==> config.mk <==
export PLATFORM = sky130hd
export DESIGN_NAME = i2c_rd_master
export DESIGN_NICKNAME = d
export VERILOG_FILES = /design/src/rtl/i2c_rd_pkg.sv /design/src/rtl/i2c_rd_qtick.sv /design/src/rtl/i2c_rd_flags.sv /design/src/rtl/i2c_rd_master.sv
export SDC_FILE = /design/constraint.sdc
export NUM_CORES = 1
export LEC_CHECK = 0
export BUFFER_PORTS_ARGS = -buffer_cell sky130_fd_sc_hd__buf_2
export CORE_UTILIZATION = 40
export DETAILED_ROUTE_END_ITERATION = 16
export MAX_ROUTING_LAYER = met4
export PLACE_DENSITY = 0.72
export RECOVER_POWER = 50
export REMOVE_ABC_BUFFERS = 1
export SETUP_SLACK_MARGIN = 0.05
export SLEW_MARGIN = 20
export SYNTH_ARGS = -nofsm -noshare
export SYNTH_HDL_FRONTEND = slang
export SYNTH_SLANG_ARGS = --single-unit
==> constraint.sdc <==
create_clock -name clk -period 2.2 [get_ports clk]
set_input_delay 0.44 -clock clk [delete_from_list [all_inputs] [get_ports clk]]
set_output_delay 0.44 -clock clk [all_outputs]
set_load 0.02 [all_outputs]
==> src/rtl/i2c_rd_pkg.sv <==
package i2c_rd_pkg;

    typedef enum logic [3:0] {
        ST_IDLE,
        ST_START,
        ST_WAIT_SB,
        ST_TX,
        ST_WAIT_HDR,
        ST_WAIT_ADDR,
        ST_RX,
        ST_STOP,
        ST_WAIT_STOP
    } seq_state_e;

    typedef enum logic [1:0] {
        PH_FIRST,
        PH_LOW,
        PH_READ
    } addr_phase_e;

    localparam int NUM_FLAGS = 5;
    localparam int FL_SB     = 0;
    localparam int FL_ADDR   = 1;
    localparam int FL_HDR    = 2;
    localparam int FL_RX     = 3;
    localparam int FL_AF     = 4;

    localparam logic [4:0] HDR_MARK = 5'b11110;

endpackage

==> src/rtl/i2c_rd_qtick.sv <==
module i2c_rd_qtick #(
    parameter int QDIV = 4
) (
    input  logic clk,
    input  logic rst_n,
    input  logic run,
    output logic tick
);
    localparam int CW = (QDIV > 1) ? $clog2(QDIV) : 1;
    localparam logic [CW-1:0] LAST = CW'(QDIV - 1);

    logic [CW-1:0] cnt_d, cnt_q;

    always_comb begin
        cnt_d = cnt_q;
        tick  = 1'b0;
        if (!run) begin
            cnt_d = '0;
        end else if (cnt_q == LAST) begin
            cnt_d = '0;
            tick  = 1'b1;
        end else begin
            cnt_d = cnt_q + 1'b1;
        end
    end

    always_ff @(posedge clk or negedge rst_n) begin
        if (!rst_n) cnt_q <= '0;
        else        cnt_q <= cnt_d;
    end
endmodule

==> src/rtl/i2c_rd_flags.sv <==
module i2c_rd_flags #(
    parameter int N = 5
) (
    input  logic         clk,
    input  logic         rst_n,
    input  logic [N-1:0] set_i,
    input  logic [N-1:0] clr_i,
    output logic [N-1:0] flag_o
);
    logic [N-1:0] fl_d, fl_q;

    for (genvar i = 0; i < N; i++) begin : g_bit
        // a set in the same cycle as a clear wins
        assign fl_d[i] = set_i[i] | (fl_q[i] & ~clr_i[i]);
    end

    always_ff @(posedge clk or negedge rst_n) begin
        if (!rst_n) fl_q <= '0;
        else        fl_q <= fl_d;
    end

    assign flag_o = fl_q;
endmodule

==> src/rtl/i2c_rd_master.sv <==
module i2c_rd_master
    import i2c_rd_pkg::*;
#(
    parameter int QDIV  = 4,
    parameter int CNT_W = 8
) (
    input  logic             clk,
    input  logic             rst_n,
    input  logic             cmd_start,
    input  logic             cmd_stop,
    input  logic [9:0]       tgt_addr,
    input  logic             addr_10b,
    input  logic [CNT_W-1:0] rd_count,
    input  logic             ack_en,
    input  logic             ack_start,
    input  logic             ack_addr,
    input  logic             ack_hdr,
    input  logic             rd_ack,
    output logic             ev_start,
    output logic             ev_addr,
    output logic             ev_hdr,
    output logic             ev_rx,
    output logic             err_nack,
    output logic [7:0]       rx_data,
    output logic             busy,
    output logic             scl_low,
    output logic             sda_low,
    input  logic             sda_in
);
    localparam logic [3:0] ACK_SLOT = 4'd8;

    typedef struct packed {
        seq_state_e       st;
        addr_phase_e      ph;
        logic [1:0]       qtr;
        logic [3:0]       bitn;
        logic [7:0]       sh;
        logic [CNT_W-1:0] left;
        logic             scl;
        logic             sda;
        logic [7:0]       rxd;
        logic             a10;
        logic [9:0]       addr;
        logic             acken;
    } ctx_t;

    ctx_t                 q, d;
    logic                 tick;
    logic [NUM_FLAGS-1:0] fset, fclr, flag_w;
    logic                 last_byte, mack_low;
    seq_state_e           st_w;

    i2c_rd_qtick #(.QDIV(QDIV)) u_qtick (
        .clk(clk), .rst_n(rst_n), .run(q.st != ST_IDLE), .tick(tick)
    );

    i2c_rd_flags #(.N(NUM_FLAGS)) u_flags (
        .clk(clk), .rst_n(rst_n), .set_i(fset), .clr_i(fclr), .flag_o(flag_w)
    );

    assign last_byte = (q.left == CNT_W'(1));
    assign mack_low  = q.acken & ~last_byte;

    always_comb begin
        d    = q;
        fset = '0;
        fclr = '0;
        fclr[FL_SB]   = ack_start;
        fclr[FL_ADDR] = ack_addr;
        fclr[FL_HDR]  = ack_hdr;
        fclr[FL_RX]   = rd_ack;
        fclr[FL_AF]   = cmd_start & (q.st == ST_IDLE);

        unique case (q.st)
            ST_IDLE: begin
                if (cmd_start) begin
                    d.st    = ST_START;
                    d.ph    = PH_FIRST;
                    d.qtr   = '0;
                    d.addr  = tgt_addr;
                    d.a10   = addr_10b;
                    d.acken = ack_en;
                    d.left  = (rd_count == '0) ? CNT_W'(1) : rd_count;
                end
            end
            ST_START: if (tick) begin
                d.qtr = q.qtr + 2'd1;
                unique case (q.qtr)
                    2'd0: d.sda = 1'b1;
                    2'd1: d.scl = 1'b1;
                    2'd2: d.sda = 1'b0;
                    default: begin
                        d.scl = 1'b0;
                        d.st  = ST_WAIT_SB;
                        fset[FL_SB] = 1'b1;
                    end
                endcase
            end
            ST_WAIT_SB: if (ack_start) begin
                d.st   = ST_TX;
                d.qtr  = '0;
                d.bitn = '0;
                if (q.ph == PH_READ)  d.sh = {HDR_MARK, q.addr[9:8], 1'b1};
                else if (q.a10)       d.sh = {HDR_MARK, q.addr[9:8], 1'b0};
                else                  d.sh = {q.addr[6:0], 1'b1};
            end
            ST_TX: if (tick) begin
                d.qtr = q.qtr + 2'd1;
                unique case (q.qtr)
                    2'd0: d.sda = (q.bitn == ACK_SLOT) ? 1'b1 : q.sh[7];
                    2'd1: begin
                        d.scl = 1'b1;
                        if (q.bitn == ACK_SLOT) d.sh[0] = sda_in;
                    end
                    2'd2: ;
                    default: begin
                        d.scl = 1'b0;
                        if (q.bitn != ACK_SLOT) begin
                            d.sh   = {q.sh[6:0], 1'b0};
                            d.bitn = q.bitn + 4'd1;
                        end else if (q.sh[0]) begin
                            d.st = ST_WAIT_STOP;
                            fset[FL_AF] = 1'b1;
                        end else if (q.a10 && q.ph == PH_FIRST) begin
                            d.st = ST_WAIT_HDR;
                            fset[FL_HDR] = 1'b1;
                        end else begin
                            d.st = ST_WAIT_ADDR;
                            fset[FL_ADDR] = 1'b1;
                        end
                    end
                endcase
            end
            ST_WAIT_HDR: if (ack_hdr) begin
                d.st   = ST_TX;
                d.ph   = PH_LOW;
                d.qtr  = '0;
                d.bitn = '0;
                d.sh   = q.addr[7:0];
            end
            ST_WAIT_ADDR: if (ack_addr) begin
                d.qtr  = '0;
                d.bitn = '0;
                if (q.a10 && q.ph == PH_LOW) begin
                    d.st = ST_START;
                    d.ph = PH_READ;
                end else begin
                    d.st = ST_RX;
                end
            end
            ST_RX: if (tick) begin
                d.qtr = q.qtr + 2'd1;
                unique case (q.qtr)
                    2'd0: d.sda = (q.bitn == ACK_SLOT) ? ~mack_low : 1'b1;
                    2'd1: begin
                        d.scl = 1'b1;
                        if (q.bitn != ACK_SLOT) d.sh = {q.sh[6:0], sda_in};
                    end
                    2'd2: ;
                    default: begin
                        d.scl = 1'b0;
                        if (q.bitn != ACK_SLOT) begin
                            d.bitn = q.bitn + 4'd1;
                        end else begin
                            d.rxd = q.sh;
                            fset[FL_RX] = 1'b1;
                            d.bitn = '0;
                            if (mack_low) d.left = q.left - CNT_W'(1);
                            else          d.st   = ST_STOP;
                        end
                    end
                endcase
            end
            ST_STOP: if (tick) begin
                d.qtr = q.qtr + 2'd1;
                unique case (q.qtr)
                    2'd0: d.sda = 1'b0;
                    2'd1: d.scl = 1'b1;
                    2'd2: d.sda = 1'b1;
                    default: d.st = ST_IDLE;
                endcase
            end
            ST_WAIT_STOP: if (cmd_stop) begin
                d.st  = ST_STOP;
                d.qtr = '0;
            end
            default: d.st = ST_IDLE;
        endcase
    end

    always_ff @(posedge clk or negedge rst_n) begin
        if (!rst_n) begin
            q       <= '0;
            q.st    <= ST_IDLE;
            q.ph    <= PH_FIRST;
            q.scl   <= 1'b1;
            q.sda   <= 1'b1;
        end else begin
            q <= d;
        end
    end

    assign st_w     = q.st;
    assign busy     = (q.st != ST_IDLE);
    assign scl_low  = ~q.scl;
    assign sda_low  = ~q.sda;
    assign rx_data  = q.rxd;
    assign ev_start = flag_w[FL_SB];
    assign ev_addr  = flag_w[FL_ADDR];
    assign ev_hdr   = flag_w[FL_HDR];
    assign ev_rx    = flag_w[FL_RX];
    assign err_nack = flag_w[FL_AF];
endmodule

# ---- Word level (Yosys, flattened, before mapping)
# Index checks and enable logic that the tools add are counted.
dict set report classes {
  addsub 4
  n_eq_ne 46
  muxes 83
  bitwise_logic 23
  reduce_logical 27
}
# op count
set ops {}
lappend ops {{$mux W8} 12}
lappend ops {{$mux W4} 16}
lappend ops {{$ne A2 B2 Y1 const B} 25}
lappend ops {{$pmux W4 S9} 1}
lappend ops {{$reduce_and A9 Y1} 4}
lappend ops {{$mux W32} 1}
lappend ops {{$pmux W8 S4} 1}
lappend ops {{$mux W14} 2}
lappend ops {{$mux W2} 13}
lappend ops {{$mux W12} 2}
lappend ops {{$mux W1} 23}
lappend ops {{$mux W20} 1}
lappend ops {{$pmux W4 S5} 1}
lappend ops {{$eq A4 B3 Y1 const B} 4}
lappend ops {{$pmux W2 S8} 1}
lappend ops {{$pmux W8 S2} 1}
lappend ops {{$reduce_and A16 Y1} 1}
lappend ops {{$reduce_and A6 Y1} 2}
lappend ops {{$reduce_bool A4 Y1} 3}
lappend ops {{$mux W11} 1}
lappend ops {{$not A1 Y1} 11}
lappend ops {{$reduce_and A10 Y1} 1}
lappend ops {{$ne A3 B3 Y1 const B} 3}
lappend ops {{$eq A4 B2 Y1 const B} 2}
lappend ops {{30 further kinds} 51}
dict set report word_totals {
  ff_bits 57
  input_bits 29
  out_inout_bits 16
}

# ---- Depth between registers and ports, before layout
# Gate-level depths: netlist (run 1).
dict set report depth {
  depth_word 9
  mapped_depth 8
  ltp_nobuf 7
}

# ---- By module
# From an unflattened synthesis (run 1), not the netlist that was laid out.
dict set report unflattened {
  cells_unflattened 371
  area_unflattened_um2 3719.8
}
# module n_inst cells_each area_per_inst_um2 seq_area_each_um2
set modules_own_cells {}
lappend modules_own_cells {i2c_rd_master 1 350 3450.8 1253.7}
lappend modules_own_cells {i2c_rd_flags 1 15 181.4 125.1}
lappend modules_own_cells {i2c_rd_qtick 1 6 87.6 50.0}

# ---- Worst setup path after synthesis (run 1)
# Ideal clock, no wire load.
dict set report synth_timing {
  kind {reg-to-reg}
  start {reg q[23] (netlist bit)}
  end {reg q, in the netlist st_w[0]}
  setup_time_ns 0.128
  t_arrival_ns 1.930
  path_slack_ns 0.142
  stages_incl_launch_ff 8
  path_buffers 0
  period_less_slack_ns 2.058
  cell_sequence {dfrtp_1 -> inv_1 -> ha_1 -> or3b_2 -> o21ai_2 -> nor2_2 -> nor4b_4 -> mux2_1}
}
dict set report synth_between {
  elab_chain_cells 5
}
# element line
set synth_lines {}
lappend synth_lines {{start, declared} i2c_rd_master.sv:47} ;# ctx_t q, d;
lappend synth_lines {{$eq A8 B1 Y1} i2c_rd_master.sv:61} ;# assign last_byte = (q.left == CNT_W'(1));
lappend synth_lines {{$not A1 Y1} i2c_rd_master.sv:62} ;# assign mack_low = q.acken & ~last_byte;
lappend synth_lines {{$and A1 B1 Y1} i2c_rd_master.sv:62}
lappend synth_lines {{$ne A2 B2 Y1 (no source line)} --}
lappend synth_lines {{$reduce_and A16 Y1 (no source line)} --}
# No other way between the ends.
# A chain may end at the register's enable or synchronous reset.

# ---- Worst setup path after layout (run 1)
dict set report layout_timing {
  start {reg q, in the netlist st_w[1]}
  end {out busy}
}
dict set report layout_between {
  elab_chain_cells 1
}
# element line
set layout_lines {}
lappend layout_lines {{$reduce_bool A4 Y1} i2c_rd_master.sv:204} ;# assign busy = (q.st != ST_IDLE);
lappend layout_lines {{end, declared} i2c_rd_master.sv:25} ;# output logic busy,
# No other way between the ends.

==> results of run 1 <==
-- Yosys cell counts (4+ instances only) --
master and instances:
dfrtp_1 55, nand2_1 27, mux2_2 25, nor2_1 24
a21oi_1 22, inv_1 21, o21ai_0 21, nand2b_1 11
buf_4 9, ha_1 9, mux2i_1 8, nor3_1 8
buf_2 7, clkbuf_1 7, nand3_1 7, o22ai_1 6
a31oi_1 5, nand4_1 5, nor2b_1 5, a21o_1 4
a2bb2oi_1 4, nand3b_1 4
-- worst max-delay path: stages, from the launching register on --
cell and delay [ps]:
dfrtp_1 460, nor4_4 310, buf_4 160, inv_2 40, buf_4 130, buf_4 130
buf_6 120
-- layout make-up --
class | instances | area, um2 | share of cell area, %
multi-input cells | 256 | 1856 | 43.69
flip-flops and latches | 57 | 1429 | 33.65
repair buffers | 81 | 543.0 | 12.79
clock buffers | 10 | 137.6 | 3.241
well taps | 105 | 131.4 | 3.094
inverters | 22 | 82.58 | 1.945
clock inverters | 6 | 67.56 | 1.591
-- cell families after synthesis --
kind of cell	Yosys count	synth area share, %
buffers and inverters	48	6.881
flip-flops	57	41.36
multiplexers	36	11.45
AND/OR/NAND/NOR	118	19.30
XOR/XNOR	6	1.521
adder cells (fa/ha/maj)	9	3.260
AO/OA/AOI/OAI	87	16.23
-- worst paths after layout --
check,to,slack [ps],cells after the start
max in group asynchronous,q[41]$_DFFE_PN0P_,560,3
min,u_flags.flag_o[3]$_DFF_PN0_,320,2
max reg2reg,st_w[0]$_DFFE_PN0P_,110,6
min reg2reg,u_qtick.cnt_q[0]$_DFF_PN0_,460,1
max,busy,80,6
min in group asynchronous,q[42]$_DFFE_PN0P_,620,2
-- state kept, by name, indices dropped and copies added (netlist names) --
signal / flops
q: 38
rx_data: 8
st_w: 4
u_flags.flag_o: 5
u_qtick.cnt_q: 2
-- cell usage in the layout, fill, tap and decap left out, types with 4 or more instances in the layout --
cell type,netlist,layout
nand3b_1,4,4
mux2_2,25,25
inv_1,21,20
buf_12,0,4
mux2i_1,8,8
dfrtp_1,55,55
clkbuf_1,7,7
clkbuf_8,0,10
a31oi_1,5,4
a21oi_1,22,21
o22ai_1,6,6
a2bb2oi_1,4,4
nand4_1,5,5
nand2_1,27,27
nor2b_1,5,5
nor2_1,24,24
o21ai_0,21,20
buf_4,9,30
a21o_1,4,4
nor3_1,8,8
nand3_1,7,7
buf_2,7,36
ha_1,9,9
nand2b_1,11,11
-- through the flow --
stage	instance area, um2	cells	utilization (%)
2_1_floorplan	3299	335	-
3_3_place_gp	3929	516	47.34
3_5_place_dp	3929	516	47.34
4_1_cts	4160	533	50.13
5_1_grt	4247	537	51.17
6_report	4247	537	51.17
-- what timing repair did --
item | CTS | global route
endpoints found under the setup margin | 5 | 28
pin swaps | 2 | 4
buffers inserted | 0 | 4
resized for setup | 4 | 14
hold endpoints to repair | 5 | 0
hold buffers | 1 | 0
-- power groups by stage --
stage / registers, mW / logic [mW] / clock network, mW
6_report: 1.85 / 3.26 / 0.997
5_1_grt: 1.90 / 3.57 / 1.06
4_1_cts: 1.82 / 3.02 / 1.02
3_5_place_dp: 1.83 / 2.97 / 0
3_3_place_gp: 1.81 / 2.87 / 0
2_1_floorplan: 1.83 / 1.86 / 0
-- layer usage --
| layer | routed length, um | vias up | track usage, % |
|---|---|---|---|
| met3 | 515 | 11 | 4.589 |
| met4 | 102 | 0 | 5.051 |
| met5 | 0 | - | - |
| met2 | 4210 | 97 | 32.55 |
| li1 | - | 1422 | - |
| met1 | 3864 | 1483 | 28.17 |
==> metrics, run 1 <==
Routed WL 8.693 mm; Top Ports 45; Comb pwr share between 50% and 60%; asr flop ratio synth 100.0%; worst hold path class primary input to register; core area 8299 um2; layout filler cell count about 760; Slew HR 58.70%; leakage 1.882 nW; Critical Path Sink Type primary output; count of different cell masters after synthesis just over 60; CTS Buf Count 9; clk_skew 8.643 ps; vias in the first global route 2998; Final ANT Viol Nets 0; post-layout net count 465; Post-synth top flop dfrtp_1; clk slew on worst S/H paths 70 ps; DR iter-0 viols 192; P per Cell Area about 1400 nW/um2; residual DRC count 0; Area Growth Syn to Fin 22.93%; ANT cells 0; Final GP Congestion 0.9301; via count 3013; Max Fclk roughly 470 MHz; Rows 33; Sequential Power Share between 30% and 40%; worst slack, placed 26.67 ps; share of layout cells above drive strength 1 32.18%; CTS Sinks 57; clock root buffer clkbuf_8; Port Buffers 44; Die Area 9012 um2; Clock Power Share 16.4%; remaining global-route overflow 0; Max VDD drop between 0.6 and 0.7 mV; Hold Slack 317.6 ps; largest net degree at the start of global routing 27; DRT Pass-1 Iters 5; WP data arrival 1680 ps; Final Max Tran Viols 0; TritonCTS clock tree yes; Seq/Total Area, Yosys 41.36%; Clk Latency, worst-skew pair 340 ps; switch share between 40% and 50%; Post-synth EDFFs 0; DIE WIDTH roughly 95 um; syn avg cell area between 9 and 10 um2; synthesized instance count 361; Reg-to-Reg Start q[26]$_DFFE_PN0P_; total negative slack 0 ps; Worst Tran Pin Value 619.5 ps; critical path type register to primary output; crit share post-route 96.40%; NetSw 2.489 mW; Final HPWL DP ~6.2 mm; GRT Total Usage 21.07%; maximum clock path buffer count 2; min-delay src rd_ack; post-synthesis cell area 3455 um2; min setup slack post-route 79.23 ps; outcome complete, no violations; H-tree levels 3; CP startpoint st_w[1]$_DFFE_PN0P_; P_int about 3.6 mW; first-pass GRT wire length 14.35 mm; die height 94.93 um; critical path required time about 1800 ps; Fin. Hold Viols 0; max-cap viol count 0; Synth area leader dfrtp_1; RSZ-0062 raised after global routing yes; FF+latch count, synth 57; setup violators final 0; Starting Density 41.63%; initial antenna violation count 0; via/cell ratio 5.611; share of the synthesized area in the top cell type 39.84%; main area contributors after synthesis dfrtp_1 (40%), mux2_2 (8.1%), ha_1 (3.3%); yosys warns 0; Pwr Total 6.100 mW; Tmin final roughly 2100 ps; wire length per cell 16.19 um; Worst Path Max Fanout 3; crit start category register
Power figures use the tool's default switching activity.
==> run 2, diff against run 1 <==
--- a/config.mk
+++ b/config.mk
@@ -6,10 +6,10 @@
 export NUM_CORES = 1
 export LEC_CHECK = 0
 export BUFFER_PORTS_ARGS = -buffer_cell sky130_fd_sc_hd__buf_2
-export CORE_UTILIZATION = 40
+export CORE_UTILIZATION = 50
 export DETAILED_ROUTE_END_ITERATION = 16
 export MAX_ROUTING_LAYER = met4
-export PLACE_DENSITY = 0.72
+export PLACE_DENSITY = 0.84
 export RECOVER_POWER = 50
 export REMOVE_ABC_BUFFERS = 1
 export SETUP_SLACK_MARGIN = 0.05
==> constraint.sdc (replaced) <==
create_clock -name clk -period 2.2 [get_ports clk]
set_input_delay 0.44 -clock clk [delete_from_list [all_inputs] [get_ports clk]]
set_output_delay 0.44 -clock clk [all_outputs]
set_load 0.01 [all_outputs]
==> metrics, run 2 (synthesis gave the netlist of run 1 again) <==
P per Cell Area 1496 nW/um2 (+4.2%); total negative slack 0 ps (unchanged); Worst Hold Path EP u_flags.flag_o[3]$_DFF_PN0_; clk_skew 7.696 ps (-0.9464 ps); Hold Slack 285.0 ps (-32.60 ps); DRT Pass-1 Iters 5 (unchanged); Starting Density 53.19% (+12 points); Clk Latency, worst-skew pair 350 ps (about the same); Most flops, register q; setup slack, reg-to-reg 40 ps (-70 ps); Placed Cells 483 (-6.4%); Slew HR 2.114% (-57 points); critical path type register to register; first-pass GRT wire length 14.60 mm (+1.8%); reg2reg end st_w[2]$_DFFE_PN0P_; vias in the first global route 2988 (-0.33%); CP startpoint q[23]$_DFFE_PN0P_; min-delay src rd_ack; area of the multi-input gates 1849 um2 (-0.34%); DIE WIDTH 85.12 um (-10%); hold-fix buffers at CTS 0 (-1); die height 85.12 um (-10%); residual DRC count 0 (unchanged); Worst Tran Pin Value 1468 ps (+848.8 ps); core area 6495 um2 (-22%); worst hold path class primary input to register; DR iter-0 viols 339 (+77%); crit-path cells inv_2, ha_4, or3b_4, o21ai_4, nor2_2, nor4b_4, mux2_4; leakage 1.852 nW (-1.6%); commonest non-fill, non-tap cell in the layout dfrtp_1; Critical-path top delay cell nor4b_4; wire length per cell 18.10 um (+12%); remaining global-route overflow 0 (unchanged); Tmin final 2160 ps (+39.54 ps); Port Buffers 44 (unchanged); CTS Buf Count 9 (unchanged); worst slack, placed -37.42 ps (-64.09 ps); Largest register FFs 38 (unchanged); Critical Path Sink Type register; crit start category register; crit share post-route 98.20% (+1.8 points); largest net degree at the start of global routing 34 (+26%); layout filler cell count 485 (-36%); Fin. Hold Viols 0 (unchanged); Max stage delay on crit path 460 ps (about the same); setup violators final 0 (unchanged); Top Ports 45 (unchanged); maximum clock path buffer count 2 (unchanged); ANT cells 0 (unchanged); placed inst area 3844 um2 (-2.2%); commonest cells after routing, fill and taps aside dfrtp_1 (52), buf_2 (37), nand2_1 (27), buf_4 (27), mux2_2 (25); WP data arrival 2390 ps (+710 ps); TritonCTS clock tree yes; register area 1433 um2 (+0.26%); RSZ-0062 raised after global routing yes; critical path required time 2430 ps (+670 ps); Final Max Tran Viols 0 (unchanged); H-tree levels 3 (unchanged); reg2reg path depth 7 (+1); Final HPWL DP 6.156 mm (-0.97%); Pwr Total 6.251 mW (+2.5%); Reg-to-Reg Start q[23]$_DFFE_PN0P_; CTS Sinks 57 (unchanged); Rows 29 (-12%); Area Growth Syn to Fin 20.93%; Max VDD drop 0.9471 mV (+43%); share of layout cells above drive strength 1 32.00% (-0.18 points); clk slew on worst S/H paths 70 ps (about the same); Max Fclk 462.9 MHz (-1.8%); via/cell ratio 6.169 (+10%); max-cap viol count 0 (unchanged); GRT Total Usage 27.06% (+6.0 points); clock root buffer clkbuf_8; min setup slack post-route 39.69 ps (-39.54 ps); Final GP Congestion 0.9342 (+0.44%); Final ANT Viol Nets 0 (unchanged); Die Area 7245 um2 (-20%); initial antenna violation count 0 (unchanged); post-layout net count 458 (-1.5%); Post-Layout Cell Count 502 (-6.5%); Finished Cell Area 4178 um2 (-1.6%); Routed WL 9.084 mm (+4.5%); Final Core Density 64.32% (+13 points); outcome complete, no violations; via count 3097 (+2.8%); Worst Path Max Fanout 4 (+1); hold path cells 2 (unchanged)
-- run 2: power by group --
group | internal (mW) | leakage [nW] | switching [mW] | total [mW]
Clock | 0.758 | 0.117 | 0.456 | 1.21
Combinational | 1.53 | 1.03 | 1.62 | 3.15
Sequential | 1.45 | 0.707 | 0.439 | 1.89
Total | 3.74 | 1.85 | 2.51 | 6.25
-- run 2: repair_timing --
action / 4_1_cts / 5_1_grt
setup buffers: 0 / 3
endpoints found under the hold margin: 0 / 0
endpoints found under the setup margin: 18 / 27
pin swaps: 1 / 4
resized for setup: 5 / 13
-- run 2: worst max-delay path by stage --
stage,cells past startpoint,slack (ps),endpoint
after floorplan,5,0.2,q[31]$_DFFE_PN0P_
after global placement,6,80,st_w[0]$_DFFE_PN0P_
after detailed placement,5,-40,q[32]$_DFFE_PN0P_
after CTS,6,60,q[29]$_DFFE_PN0P_
after global routing,7,-30,st_w[0]$_DFFE_PN0P_
final,7,40,st_w[2]$_DFFE_PN0P_
-- run 2: final cells by class --
| class | count | share of cell area [%] |
|---|---|---|
| timing repair buffer | 74 | 11.35 |
| multi-input combinational | 256 | 44.26 |
| tap | 77 | 2.306 |
| clock buffer | 10 | 3.055 |
| sequential | 57 | 34.29 |
| inverter | 22 | 1.977 |
| clock inverter | 6 | 2.755 |
-- run 2: critical path: cells and delay by family (launching register included) --
family / cells / cell delay, ps
fa+ha+maj: 1 / 120
simple gates: 3 / 920
compound gates: 1 / 170
mux: 1 / 340
buf+inv: 1 / 90
flops: 1 / 400
-- run 2: per-layer routing --
metal / vias to the layer above / part of all wire [%] / track usage [%]
li1: 1415 / - / -
met1: 1489 / 41 / 32.32
met2: 157 / 50 / 44.43
met3: 36 / 6.2 / 5.934
met4: 0 / 3.4 / 11.25
met5: - / 0 / -
==> run 3, diff against run 2 <==
--- a/config.mk
+++ b/config.mk
@@ -7,6 +7,7 @@
 export LEC_CHECK = 0
 export BUFFER_PORTS_ARGS = -buffer_cell sky130_fd_sc_hd__buf_2
 export CORE_UTILIZATION = 50
+export CTS_BUF_LIST = sky130_fd_sc_hd__clkbuf_8
 export DETAILED_ROUTE_END_ITERATION = 16
 export MAX_ROUTING_LAYER = met4
 export PLACE_DENSITY = 0.84
==> metrics, run 3 (synthesis gave the netlist of run 1 again) <==
outcome complete, no violations; Largest register FFs 38 (unchanged); wire length per cell 18.05 um (-0.25%); largest net degree at the start of global routing 34 (unchanged); DR iter-0 viols 360 (+6.2%); Die Area 7245 um2 (unchanged); Final HPWL DP 6.156 mm (unchanged); die height 85.12 um (unchanged); leakage 1.856 nW (+0.22%); clk_skew 7.729 ps (+0.03294 ps); CTS Sinks 57 (unchanged); reg2reg path depth 5 (-2); Starting Density 53.19% (unchanged); Most flops, register q; Area Growth Syn to Fin 20.93% (unchanged); DIE WIDTH 85.12 um (unchanged); residual DRC count 0 (unchanged); ANT cells 0 (unchanged); Pwr Total 6.246 mW (about the same); H-tree levels 3 (unchanged); TritonCTS clock tree yes; clock root buffer clkbuf_8; first-pass GRT wire length 14.60 mm (unchanged); Worst Tran Pin Value 1470 ps (+1.702 ps); crit share post-route 98.16% (about the same); commonest cells after routing, fill and taps aside dfrtp_1 (52), buf_2 (37), nand2_1 (27), buf_4 (27), mux2_2 (25); Clk Latency, worst-skew pair 350 ps (about the same); core area 6495 um2 (unchanged); Hold Slack 286.3 ps (+1.318 ps); clk slew on worst S/H paths 70 ps (about the same); layout filler cell count 485 (unchanged); CTS Buf Count 9 (unchanged); min setup slack post-route 40.53 ps (+0.8387 ps); Max Fclk 463.1 MHz (about the same); Max VDD drop 0.9452 mV (-0.20%); DRT Pass-1 Iters 5 (unchanged); crit start category register; post-layout net count 458 (unchanged); WP data arrival 2390 ps (about the same); Top Ports 45 (unchanged); commonest non-fill, non-tap cell in the layout dfrtp_1; P per Cell Area 1495 nW/um2 (about the same); Port Buffers 44 (unchanged); GRT Total Usage 27.06% (unchanged); Rows 29 (unchanged); hold-fix buffers at CTS 0 (unchanged); remaining global-route overflow 0 (unchanged); maximum clock path buffer count 2 (unchanged); critical path type register to register; RSZ-0062 raised after global routing yes; Tmin final 2159 ps (-0.8387 ps); Fin. Hold Viols 0 (unchanged); worst hold path class primary input to register; Final GP Congestion 0.9342 (unchanged); hold path cells 2 (unchanged); Final Core Density 64.32% (unchanged); Critical Path Sink Type register; Worst Path Max Fanout 4 (unchanged); via count 3111 (+0.45%); Final Max Tran Viols 0 (unchanged); Slew HR 2.001% (-0.11 points); setup violators final 0 (unchanged); Routed WL 9.061 mm (-0.25%); max-cap viol count 0 (unchanged); vias in the first global route 2988 (unchanged); Final ANT Viol Nets 0 (unchanged); via/cell ratio 6.197 (+0.45%); worst slack, placed -37.42 ps (unchanged); critical path required time 2430 ps (about the same); share of layout cells above drive strength 1 32.00% (unchanged); initial antenna violation count 0 (unchanged)
-- run 3: cell types whose count changed in the layout (fill, tap and decap cells not counted) --
cell,before,now
clkbuf_1,8,7
inv_1,20,21
-- run 3: power breakdown --
part           leakage (nW)  switching (mW)  total (mW)  internal [mW]
Combinational          1.03            1.62        3.14           1.53
Clock                 0.121           0.459        1.21          0.753
Sequential            0.707           0.437        1.89           1.45
Total                  1.86            2.51        6.25           3.73
-- run 3: through the flow --
stage               instances  instance area [um2]  setup TNS [ps]
floorplan                 335                 3299               0
global placement          483                 3844               0
detailed placement        483                 3844          -122.0
CTS                       499                 4106               0
global route              502                 4178          -103.1
finish                    502                 4178               0
-- run 3: final timing paths --
path                                                 start                           to  slack [ps]
worst max-delay path                     q[27]$_DFFE_PN0P_          st_w[2]$_DFFE_PN0P_          40
max in group asynchronous                            rst_n             q[5]$_DFFE_PN0P_         900
worst max register to register           q[27]$_DFFE_PN0P_          st_w[2]$_DFFE_PN0P_          40
min in group asynchronous                            rst_n  u_flags.flag_o[0]$_DFF_PN0_         430
worst min register to register  u_qtick.cnt_q[0]$_DFF_PN0_   u_qtick.cnt_q[0]$_DFF_PN0_         470
worst min-delay path                                rd_ack  u_flags.flag_o[3]$_DFF_PN0_         290
-- run 3: per-layer routing --
metal / track usage, % / routed length (um) / part of all wire, %
met2: 44.43 / 4467 / 49
met4: 11.25 / 344 / 3.8
met1: 32.32 / 3612 / 40
met3: 5.934 / 638 / 7.0
met5: - / 0 / 0
-- run 3: timing repair --
action                                  in CTS  in global routing
pin swaps                                    1                  4
buffers inserted                             0                  3
resized for setup                            5                 13
endpoints found under the setup margin      18                 27
-- run 3: critical path: stages (launching register included) --
cell and delay, ps:
dfrtp_1 410, or4_4 590, o21ai_4 160, nor2_2 70, nor4b_4 460, mux2_4 350
-- run 3: cell type report --
class	count	area [um2]	share of cell area (%)
Multi-Input combinational cell	256	1849	44.26
Inverter	22	82.58	1.977
Timing Repair Buffer	74	474.2	11.35
Clock inverter	7	118.9	2.845
Tap cell	77	96.34	2.306
Clock buffer	9	123.9	2.965
Sequential cell	57	1433	34.29
